## src/rtl/tg_pkg.sv

```systemverilog
package tg_pkg;
  // Inclusive window test on zero-extended positions.
  function automatic logic tg_in_range(input logic [31:0] pos,
                                       input logic [31:0] lo,
                                       input logic [31:0] hi);
    return (pos >= lo) && (pos <= hi);
  endfunction

  // Pulse covering positions 0 .. len-1.
  function automatic logic tg_pulse(input logic [31:0] pos,
                                    input logic [31:0] len);
    return pos < len;
  endfunction

  // Map an active flag to a pin level.
  function automatic logic tg_level(input logic active, input logic low);
    return active ^ low;
  endfunction

  // Next value of a wrapping counter.
  function automatic logic [31:0] tg_step(input logic [31:0] pos,
                                          input logic [31:0] len);
    return (pos + 32'd1 >= len) ? 32'd0 : pos + 32'd1;
  endfunction
endpackage

```

## src/rtl/tg_shadow_cfg.sv

```systemverilog
module tg_shadow_cfg #(
  parameter int HW = 12,
  parameter int FW = 24
) (
  input  logic          clk,
  input  logic          rst_n,
  input  logic          frame_last,
  input  logic          cfg_enable,
  input  logic [HW-1:0] cfg_line_len,
  input  logic [HW-1:0] cfg_hpulse,
  input  logic [FW-1:0] cfg_frame_len,
  input  logic [FW-1:0] cfg_vpulse,
  input  logic [HW-1:0] cfg_hwin_lo,
  input  logic [HW-1:0] cfg_hwin_hi,
  input  logic [FW-1:0] cfg_vwin_lo,
  input  logic [FW-1:0] cfg_vwin_hi,
  input  logic [HW-1:0] cfg_skew,
  input  logic          cfg_hs_low,
  input  logic          cfg_vs_low,
  input  logic [23:0]   cfg_fill_rgb,
  output logic          run,
  output logic [HW-1:0] s_line_len,
  output logic [HW-1:0] s_hpulse,
  output logic [FW-1:0] s_frame_len,
  output logic [FW-1:0] s_vpulse,
  output logic [HW-1:0] s_hwin_lo,
  output logic [HW-1:0] s_hwin_hi,
  output logic [FW-1:0] s_vwin_lo,
  output logic [FW-1:0] s_vwin_hi,
  output logic [HW-1:0] s_skew,
  output logic          s_hs_low,
  output logic          s_vs_low,
  output logic [23:0]   s_fill_rgb,
  output logic          load_evt
);
  assign load_evt = !run || frame_last;

  always_ff @(posedge clk) begin
    if (!rst_n) begin
      run         <= 1'b0;
      s_line_len  <= '0;
      s_hpulse    <= '0;
      s_frame_len <= '0;
      s_vpulse    <= '0;
      s_hwin_lo   <= '0;
      s_hwin_hi   <= '0;
      s_vwin_lo   <= '0;
      s_vwin_hi   <= '0;
      s_skew      <= '0;
      s_hs_low    <= 1'b0;
      s_vs_low    <= 1'b0;
      s_fill_rgb  <= '0;
    end else if (load_evt) begin
      run         <= cfg_enable;
      s_line_len  <= cfg_line_len;
      s_hpulse    <= cfg_hpulse;
      s_frame_len <= cfg_frame_len;
      s_vpulse    <= cfg_vpulse;
      s_hwin_lo   <= cfg_hwin_lo;
      s_hwin_hi   <= cfg_hwin_hi;
      s_vwin_lo   <= cfg_vwin_lo;
      s_vwin_hi   <= cfg_vwin_hi;
      s_skew      <= cfg_skew;
      s_hs_low    <= cfg_hs_low;
      s_vs_low    <= cfg_vs_low;
      s_fill_rgb  <= cfg_fill_rgb;
    end
  end

  // the shadow set holds between frame boundaries while running
  p_shadow_hold_r6: assert property (@(posedge clk) disable iff (!rst_n)
    (run && !frame_last) |=> ($stable(s_frame_len) && $stable(s_line_len)
                              && $stable(s_hs_low) && $stable(s_vs_low) && run));
endmodule

```

## src/rtl/tg_counters.sv

```systemverilog
module tg_counters #(
  parameter int HW = 12,
  parameter int FW = 24
) (
  input  logic          clk,
  input  logic          rst_n,
  input  logic          run,
  input  logic [HW-1:0] line_len,
  input  logic [FW-1:0] frame_len,
  output logic [HW-1:0] hpos,
  output logic [FW-1:0] fpos,
  output logic          line_last,
  output logic          frame_last
);
  import tg_pkg::*;

  assign line_last  = run && (32'(hpos) + 32'd1 >= 32'(line_len));
  assign frame_last = run && (32'(fpos) + 32'd1 >= 32'(frame_len));

  always_ff @(posedge clk) begin
    if (!rst_n || !run) begin
      hpos <= '0;
      fpos <= '0;
    end else begin
      hpos <= HW'(tg_step(32'(hpos), 32'(line_len)));
      fpos <= FW'(tg_step(32'(fpos), 32'(frame_len)));
    end
  end

  // counters return to zero after their last position
  p_line_wrap_r1: assert property (@(posedge clk) disable iff (!rst_n)
    line_last |=> (hpos == '0));
  p_frame_wrap_r1: assert property (@(posedge clk) disable iff (!rst_n)
    frame_last |=> (fpos == '0));
  // counters held at zero while idle
  p_idle_zero_r1: assert property (@(posedge clk) disable iff (!rst_n)
    !run |=> (hpos == '0 && fpos == '0));
endmodule

```

## src/rtl/tg_pixel_stage.sv

```systemverilog
module tg_pixel_stage #(
  parameter int HW = 12,
  parameter int FW = 24
) (
  input  logic          clk,
  input  logic          rst_n,
  input  logic          run,
  input  logic [HW-1:0] hpos,
  input  logic [FW-1:0] fpos,
  input  logic [HW-1:0] hpulse,
  input  logic [FW-1:0] vpulse,
  input  logic [HW-1:0] hwin_lo,
  input  logic [HW-1:0] hwin_hi,
  input  logic [FW-1:0] vwin_lo,
  input  logic [FW-1:0] vwin_hi,
  input  logic [HW-1:0] skew,
  input  logic          hs_low,
  input  logic          vs_low,
  input  logic [23:0]   fill_rgb,
  input  logic          pix_valid,
  input  logic [23:0]   pix_rgb,
  output logic          hsync,
  output logic          vsync,
  output logic          de,
  output logic [23:0]   rgb,
  output logic          underflow,
  output logic          starve_evt
);
  import tg_pkg::*;

  logic in_h, in_v, de_next, hs_act, vs_act;

  always_comb begin
    in_h    = tg_in_range(32'(hpos), 32'(hwin_lo), 32'(hwin_hi));
    in_v    = tg_in_range(32'(fpos), 32'(vwin_lo) + 32'(skew),
                          32'(vwin_hi) + 32'(skew));
    de_next = run && in_h && in_v;
    hs_act  = run && tg_pulse(32'(hpos), 32'(hpulse));
    vs_act  = run && tg_pulse(32'(fpos), 32'(vpulse));
  end

  assign starve_evt = de_next && !pix_valid;

  always_ff @(posedge clk) begin
    if (!rst_n) begin
      hsync     <= 1'b0;
      vsync     <= 1'b0;
      de        <= 1'b0;
      rgb       <= '0;
      underflow <= 1'b0;
    end else begin
      hsync <= tg_level(hs_act, hs_low);
      vsync <= tg_level(vs_act, vs_low);
      de    <= de_next;
      if (!de_next)       rgb <= '0;
      else if (pix_valid) rgb <= pix_rgb;
      else                rgb <= fill_rgb;
      if (starve_evt) underflow <= 1'b1;
    end
  end

  // the flag never clears outside reset
  p_flag_sticky_r8: assert property (@(posedge clk) disable iff (!rst_n)
    underflow |=> underflow);
  // a starved display clock raises the flag
  p_flag_sets_r8: assert property (@(posedge clk) disable iff (!rst_n)
    starve_evt |=> underflow);
  // blank clocks carry zero colour
  p_blank_black_r7: assert property (@(posedge clk) disable iff (!rst_n)
    !de |-> (rgb == '0));
  // data-enable needs a running generator on the previous clock
  p_de_needs_run_r5: assert property (@(posedge clk) disable iff (!rst_n)
    de |-> $past(run));
endmodule

```

## src/rtl/tv_timing_gen.sv

```systemverilog
module tv_timing_gen #(
  parameter int HW = 12,
  parameter int FW = 24
) (
  input  logic          clk,
  input  logic          rst_n,
  input  logic          cfg_enable,
  input  logic [HW-1:0] cfg_line_len,
  input  logic [HW-1:0] cfg_hpulse,
  input  logic [FW-1:0] cfg_frame_len,
  input  logic [FW-1:0] cfg_vpulse,
  input  logic [HW-1:0] cfg_hwin_lo,
  input  logic [HW-1:0] cfg_hwin_hi,
  input  logic [FW-1:0] cfg_vwin_lo,
  input  logic [FW-1:0] cfg_vwin_hi,
  input  logic [HW-1:0] cfg_skew,
  input  logic          cfg_hs_low,
  input  logic          cfg_vs_low,
  input  logic [23:0]   cfg_fill_rgb,
  input  logic          pix_valid,
  input  logic [23:0]   pix_rgb,
  output logic          hsync,
  output logic          vsync,
  output logic          de,
  output logic [23:0]   rgb,
  output logic          underflow
);
  logic          run, load_evt, line_last, frame_last, starve_evt;
  logic [HW-1:0] s_line_len, s_hpulse, s_hwin_lo, s_hwin_hi, s_skew;
  logic [FW-1:0] s_frame_len, s_vpulse, s_vwin_lo, s_vwin_hi;
  logic          s_hs_low, s_vs_low;
  logic [23:0]   s_fill_rgb;
  logic [HW-1:0] hpos;
  logic [FW-1:0] fpos;

  tg_shadow_cfg #(.HW(HW), .FW(FW)) u_cfg (
    .clk(clk), .rst_n(rst_n), .frame_last(frame_last),
    .cfg_enable(cfg_enable), .cfg_line_len(cfg_line_len),
    .cfg_hpulse(cfg_hpulse), .cfg_frame_len(cfg_frame_len),
    .cfg_vpulse(cfg_vpulse), .cfg_hwin_lo(cfg_hwin_lo),
    .cfg_hwin_hi(cfg_hwin_hi), .cfg_vwin_lo(cfg_vwin_lo),
    .cfg_vwin_hi(cfg_vwin_hi), .cfg_skew(cfg_skew),
    .cfg_hs_low(cfg_hs_low), .cfg_vs_low(cfg_vs_low),
    .cfg_fill_rgb(cfg_fill_rgb), .run(run),
    .s_line_len(s_line_len), .s_hpulse(s_hpulse),
    .s_frame_len(s_frame_len), .s_vpulse(s_vpulse),
    .s_hwin_lo(s_hwin_lo), .s_hwin_hi(s_hwin_hi),
    .s_vwin_lo(s_vwin_lo), .s_vwin_hi(s_vwin_hi), .s_skew(s_skew),
    .s_hs_low(s_hs_low), .s_vs_low(s_vs_low), .s_fill_rgb(s_fill_rgb),
    .load_evt(load_evt)
  );

  tg_counters #(.HW(HW), .FW(FW)) u_cnt (
    .clk(clk), .rst_n(rst_n), .run(run),
    .line_len(s_line_len), .frame_len(s_frame_len),
    .hpos(hpos), .fpos(fpos),
    .line_last(line_last), .frame_last(frame_last)
  );

  tg_pixel_stage #(.HW(HW), .FW(FW)) u_pix (
    .clk(clk), .rst_n(rst_n), .run(run), .hpos(hpos), .fpos(fpos),
    .hpulse(s_hpulse), .vpulse(s_vpulse),
    .hwin_lo(s_hwin_lo), .hwin_hi(s_hwin_hi),
    .vwin_lo(s_vwin_lo), .vwin_hi(s_vwin_hi), .skew(s_skew),
    .hs_low(s_hs_low), .vs_low(s_vs_low), .fill_rgb(s_fill_rgb),
    .pix_valid(pix_valid), .pix_rgb(pix_rgb),
    .hsync(hsync), .vsync(vsync), .de(de), .rgb(rgb),
    .underflow(underflow), .starve_evt(starve_evt)
  );

  // a running generator leaves run state only at a frame boundary
  p_stop_at_boundary_r6: assert property (@(posedge clk) disable iff (!rst_n)
    (run && !load_evt) |=> run);
  // a line wrap never happens while idle
  p_wrap_only_running_r1: assert property (@(posedge clk) disable iff (!rst_n)
    line_last |-> run);
endmodule

```

## config.mk

```make
export PLATFORM = sky130hd
export DESIGN_NAME = tv_timing_gen
export DESIGN_NICKNAME = d
export VERILOG_FILES = /design/src/rtl/tg_pkg.sv /design/src/rtl/tg_shadow_cfg.sv /design/src/rtl/tg_counters.sv /design/src/rtl/tg_pixel_stage.sv /design/src/rtl/tv_timing_gen.sv
export SDC_FILE = /design/constraint.sdc
export NUM_CORES = 1
export LEC_CHECK = 0
export ABC_AREA = 0
export CAP_MARGIN = 10
export CORE_MARGIN = 5
export CORE_UTILIZATION = 40
export CTS_BUF_LIST = sky130_fd_sc_hd__clkbuf_8
export DETAILED_ROUTE_END_ITERATION = 6
export GPL_TIMING_DRIVEN = 0
export HOLD_SLACK_MARGIN = 0.03
export PLACE_DENSITY = 0.74
export SYNTH_ARGS = -nofsm -noshare
export SYNTH_HDL_FRONTEND = slang
export SYNTH_SLANG_ARGS = --single-unit
```

## constraint.sdc

```tcl
create_clock -name clk -period 7.3 [get_ports clk]
set_input_delay 1.46 -clock clk [delete_from_list [all_inputs] [get_ports clk]]
set_output_delay 1.46 -clock clk [all_outputs]
set_load 0.05 [all_outputs]
```

==> results list <==
- Dividing the final minimum period by the clock period gives 0.634.
* Cell row count: 68
- FILL cells: 3224
- Seq cells post-synth: 247
- For the worst flop-to-flop path, the logic depth is 16.
* DR DRC count: 0
- From synthesis to final layout, the design area changed by 27.3%.
- Top layer used by detailed routing: met4
* Met2 Routed Length: 20500 um
* Number of nets in the synthesized netlist: 2073
- Total Wirelength: 43100 um
- The number of different library cells used by synthesis comes to 65.
- Most used DFF post-synth: sky130_fd_sc_hd__dfxtp_1
- By area the synthesized netlist is led by sky130_fd_sc_hd__dfxtp_1, sky130_fd_sc_hd__ha_1, sky130_fd_sc_hd__nand3_1.
* Via count of the first global-routing pass: 12920
- Vias post-DR: 13042
- Nets@finish: 2354
- Pwr/cell area: 187 mW/mm2
- For this run, the detailed router's first-pass iteration total came to 5.
- DP HPWL: 33900 um
* Status: complete, no violations
* Mux share of post-synthesis cell area: 0.0187
- DRT iter0 DRCs: 879
- The number of max-slew violations in the final report is 0.
- The number of antenna violations at the first check in global routing is 2.
* Path type of the worst min-delay path: reg2reg
* Maximum single-stage delay on the critical path: 0.59 ns
- Clock latency on the worst-skew pair, taken at its later pin, is 0.56 ns.
- Die boundary height: 196 um
- Setup slack after layout: 2.67 ns
- Counting stages on the worst path, the most repeated cell is sky130_fd_sc_hd__o21ai_0.
* Slowest library cell on the worst path: sky130_fd_sc_hd__a211oi_4
* IO Port Bufs: 235
- GRT Util Overall: 0.215
- Floorplan die width: 196 um
- Full die area: 0.0386 mm2
* Count of pins on the block boundary: 238
* Maximum ir drop on the vdd rail: 0.100 mV
- In this run the clock root is driven by a sky130_fd_sc_hd__clkbuf_8.
- Of the synthesized area, sequential elements account for 0.355.
- Maximum number of pins on one net before global-route repair: 12
- The number of gates resized after CTS was 0.
* Fin crit period: 4.63 ns
* Tightest slew margin relative to the limit: 0.365
* Initial Util: 0.404
- Setup repair after global routing left no endpoint under its margin.
* Worst clock skew on the final layout: 0.0161 ns
* Placeable Area: 0.0345 mm2
- Traced cell by cell, the critical path runs through and4_4 -> nand4_1 -> nor3_1 -> and2_1 -> nand2_1 -> nor2_1 -> xor2_1 -> ha_1 -> a21oi_1 -> nor2b_1 -> o21ai_0 -> o2111ai_1 -> a211oi_4 -> buf_4 -> clkbuf_1 -> o21ai_0.
- Area of placed instances: 0.0168 mm2
- Share of synthesized cell area in and, or, nand and nor gates: 0.216
* Instance count along the most critical hold path: 2
* Critical path launch point type: register
- CTS tree: yes
* Commonest cells in the netlist: sky130_fd_sc_hd__dfxtp_1, sky130_fd_sc_hd__nand2_1, sky130_fd_sc_hd__nand3_1
* Length of routed met3 wiring: 2570 um
- sky130_fd_sc_hd__dfxtp_1 is the most common cell in the netlist.
- At the end of routability-driven placement, the weighted congestion stood at 0.928.
- Required time worst endpoint: 7.72 ns
- Mean routed wirelength per cell: 17.5 um
- Derived from the worst setup path, the maximum achievable clock frequency is 216 MHz.
- Number of enable flip-flop cells after synthesis: 0
- In the final layout, the share of cells above drive strength 1 is 0.0589.
- The number of failing hold endpoints at the final stage came to 0.
* Top cell type's share of synthesized area: 0.355
* Met1 layer wirelength in the final routing: 18500 um
- The Yosys step of the flow raised 0 warnings.
- # setup viols final: 0
- Kind of end point of the critical path: register
* Crit path max fanout: 10
- Clock tree synthesis inserted a total of 44 buffers.
* Worst Max-Slew Pin Slew: 0.952 ns
- The first global-routing pass estimated 67200 um of wire.
* Arrival time worst endpoint: 5.05 ns
- Post-Synth XOR/XNOR Area: 0.0466
- CTS max path bufs: 3
- Max-cap violations in this run came to 0.
- DR vias/cell: 5.30
- Of all flip-flops after synthesis, the portion carrying an async set or reset was 0.
* Avg Synthesized Cell Area: 8.22 um2
- Timing analysis after detailed placement gives a worst setup slack of 2.75 ns.
* Post-synthesis instance area: 0.0139 mm2
- After technology mapping, the gate count stands at 1693.
- GR Overflow Total: 0
* Clock Pin Slew Worst Setup and Hold Paths: 0.06 ns
* CTS Sinks: 247
- Of the total synthesized cell area, the portion taken by full adders, half adders and majority gates is 0.154.
* Number of post-CTS setup repair buffers: 0
* Number of routed nets with antenna violations: 0
- Cell accounting for the most synthesized area: sky130_fd_sc_hd__dfxtp_1
* Critical path class: reg2reg
* Post-CTS Hold Buffers: 0
* Final setup TNS: 0 ns
- Complex-gate fraction of the synthesized area: 0.146
- Largest family of logic cells by synthesized area: simple AND/OR/NAND/NOR gates
- Once layout is done, the placed cells without fillers occupy 0.0177 mm2.
- Reported leakage power: 7.56 nW
- Depth of the CTS H-tree: 2
-- critical path: cells and delay by family (launching register included) --
family | cells | cell delay (ns)
flip-flops | 1 | 0.54
AND/OR/NAND/NOR | 7 | 1.43
AO/OA/AOI/OAI | 5 | 1.26
buffers and inverters | 2 | 0.76
adder cells (fa/ha/maj) | 1 | 0.28
XOR/XNOR | 1 | 0.21
-- layer usage --
layer,vias to the layer above,global-route usage
li1,6458,-
met1,6088,0.277
met2,394,0.364
met3,102,0.0318
met4,0,0.0815
met5,-,0
-- state kept, by name, summed over array words and instances (netlist names), 12 cells and up --
name / cells
u_cnt.hpos: 12
u_cfg.s_line_len: 12
u_cfg.s_vpulse: 24
u_cfg.s_vwin_lo: 24
u_cnt.fpos: 24
u_pix.rgb: 24
u_cfg.s_hwin_lo: 12
u_cfg.s_skew: 12
u_cfg.s_frame_len: 24
u_cfg.s_fill_rgb: 24
u_cfg.s_vwin_hi: 24
u_cfg.s_hwin_hi: 12
u_cfg.s_hpulse: 12
-- layout by cell type (no fill, tap or decap), drive strengths merged, types with 26 or more instances in the layout --
cell,count
nand3,211
nand4,26
xor2,44
buf,36
nor2,62
o21ai,213
and3,37
nand2,227
a21oi,52
inv,123
xnor2,30
clkbuf,113
ha,168
clkdlybuf4s50,235
mux2i,26
dfxtp,247
-- per-stage QoR --
stage,util,total power [mW],hold WS [ns],std cells
after detailed placement,0.488,2.04,0.456,2383
after floorplan,-,1.80,0.437,1693
after CTS,0.514,3.32,0.465,2459
after global routing,0.514,3.46,0.476,2461
final,0.514,3.31,0.461,2461
after global placement,0.488,2.02,0.440,2383
-- kinds of logic (layout without fill, tap and decap cells) --
logic type	count (synthesis)	in the layout
and+or+nand+nor	628	628
AOI/OAI and AO/OA	346	346
xor gates and xnor gates	74	74
muxes	26	26
other	0	2
adders and majority gates	170	170
buffers and inverters	202	513
DFF	247	247
-- power breakdown --
part | switching [mW] | leakage, nW | total [mW] | internal [mW]
sequential | 0.0550 | 2.03 | 1.48 | 1.42
clock | 0.589 | 0.498 | 1.29 | 0.698
combinational | 0.283 | 5.03 | 0.540 | 0.257
-- final cells by class --
type	instances	area, um2	share of cell area
Tap cell	455	569	0.0321
Timing Repair Buffer	235	2350	0.133
Buffer	92	477	0.0269
Clock buffer	57	785	0.0443
Clock inverter	19	90.1	0.00509
Antenna cell	2	5.00	0.000283
Inverter	110	413	0.0233
Sequential cell	247	4940	0.279
Multi-Input combinational cell	1244	8080	0.456
-- path summary, 6_finish.rpt --
check,from,end,slack (ns)
hold reg to reg,u_cfg.s_hwin_hi[1]$_SDFFE_PN0P_,u_cfg.s_hwin_hi[1]$_SDFFE_PN0P_,0.46
hold / removal,u_cfg.s_hwin_hi[1]$_SDFFE_PN0P_,u_cfg.s_hwin_hi[1]$_SDFFE_PN0P_,0.46
setup reg to reg,u_cnt.fpos[2]$_SDFF_PP0_,u_cfg.s_vpulse[0]$_SDFFE_PN0P_,2.67
setup / recovery,u_cnt.fpos[2]$_SDFF_PP0_,u_cfg.s_vpulse[0]$_SDFFE_PN0P_,2.67
No activity file was read; power rests on OpenSTA's default activity.
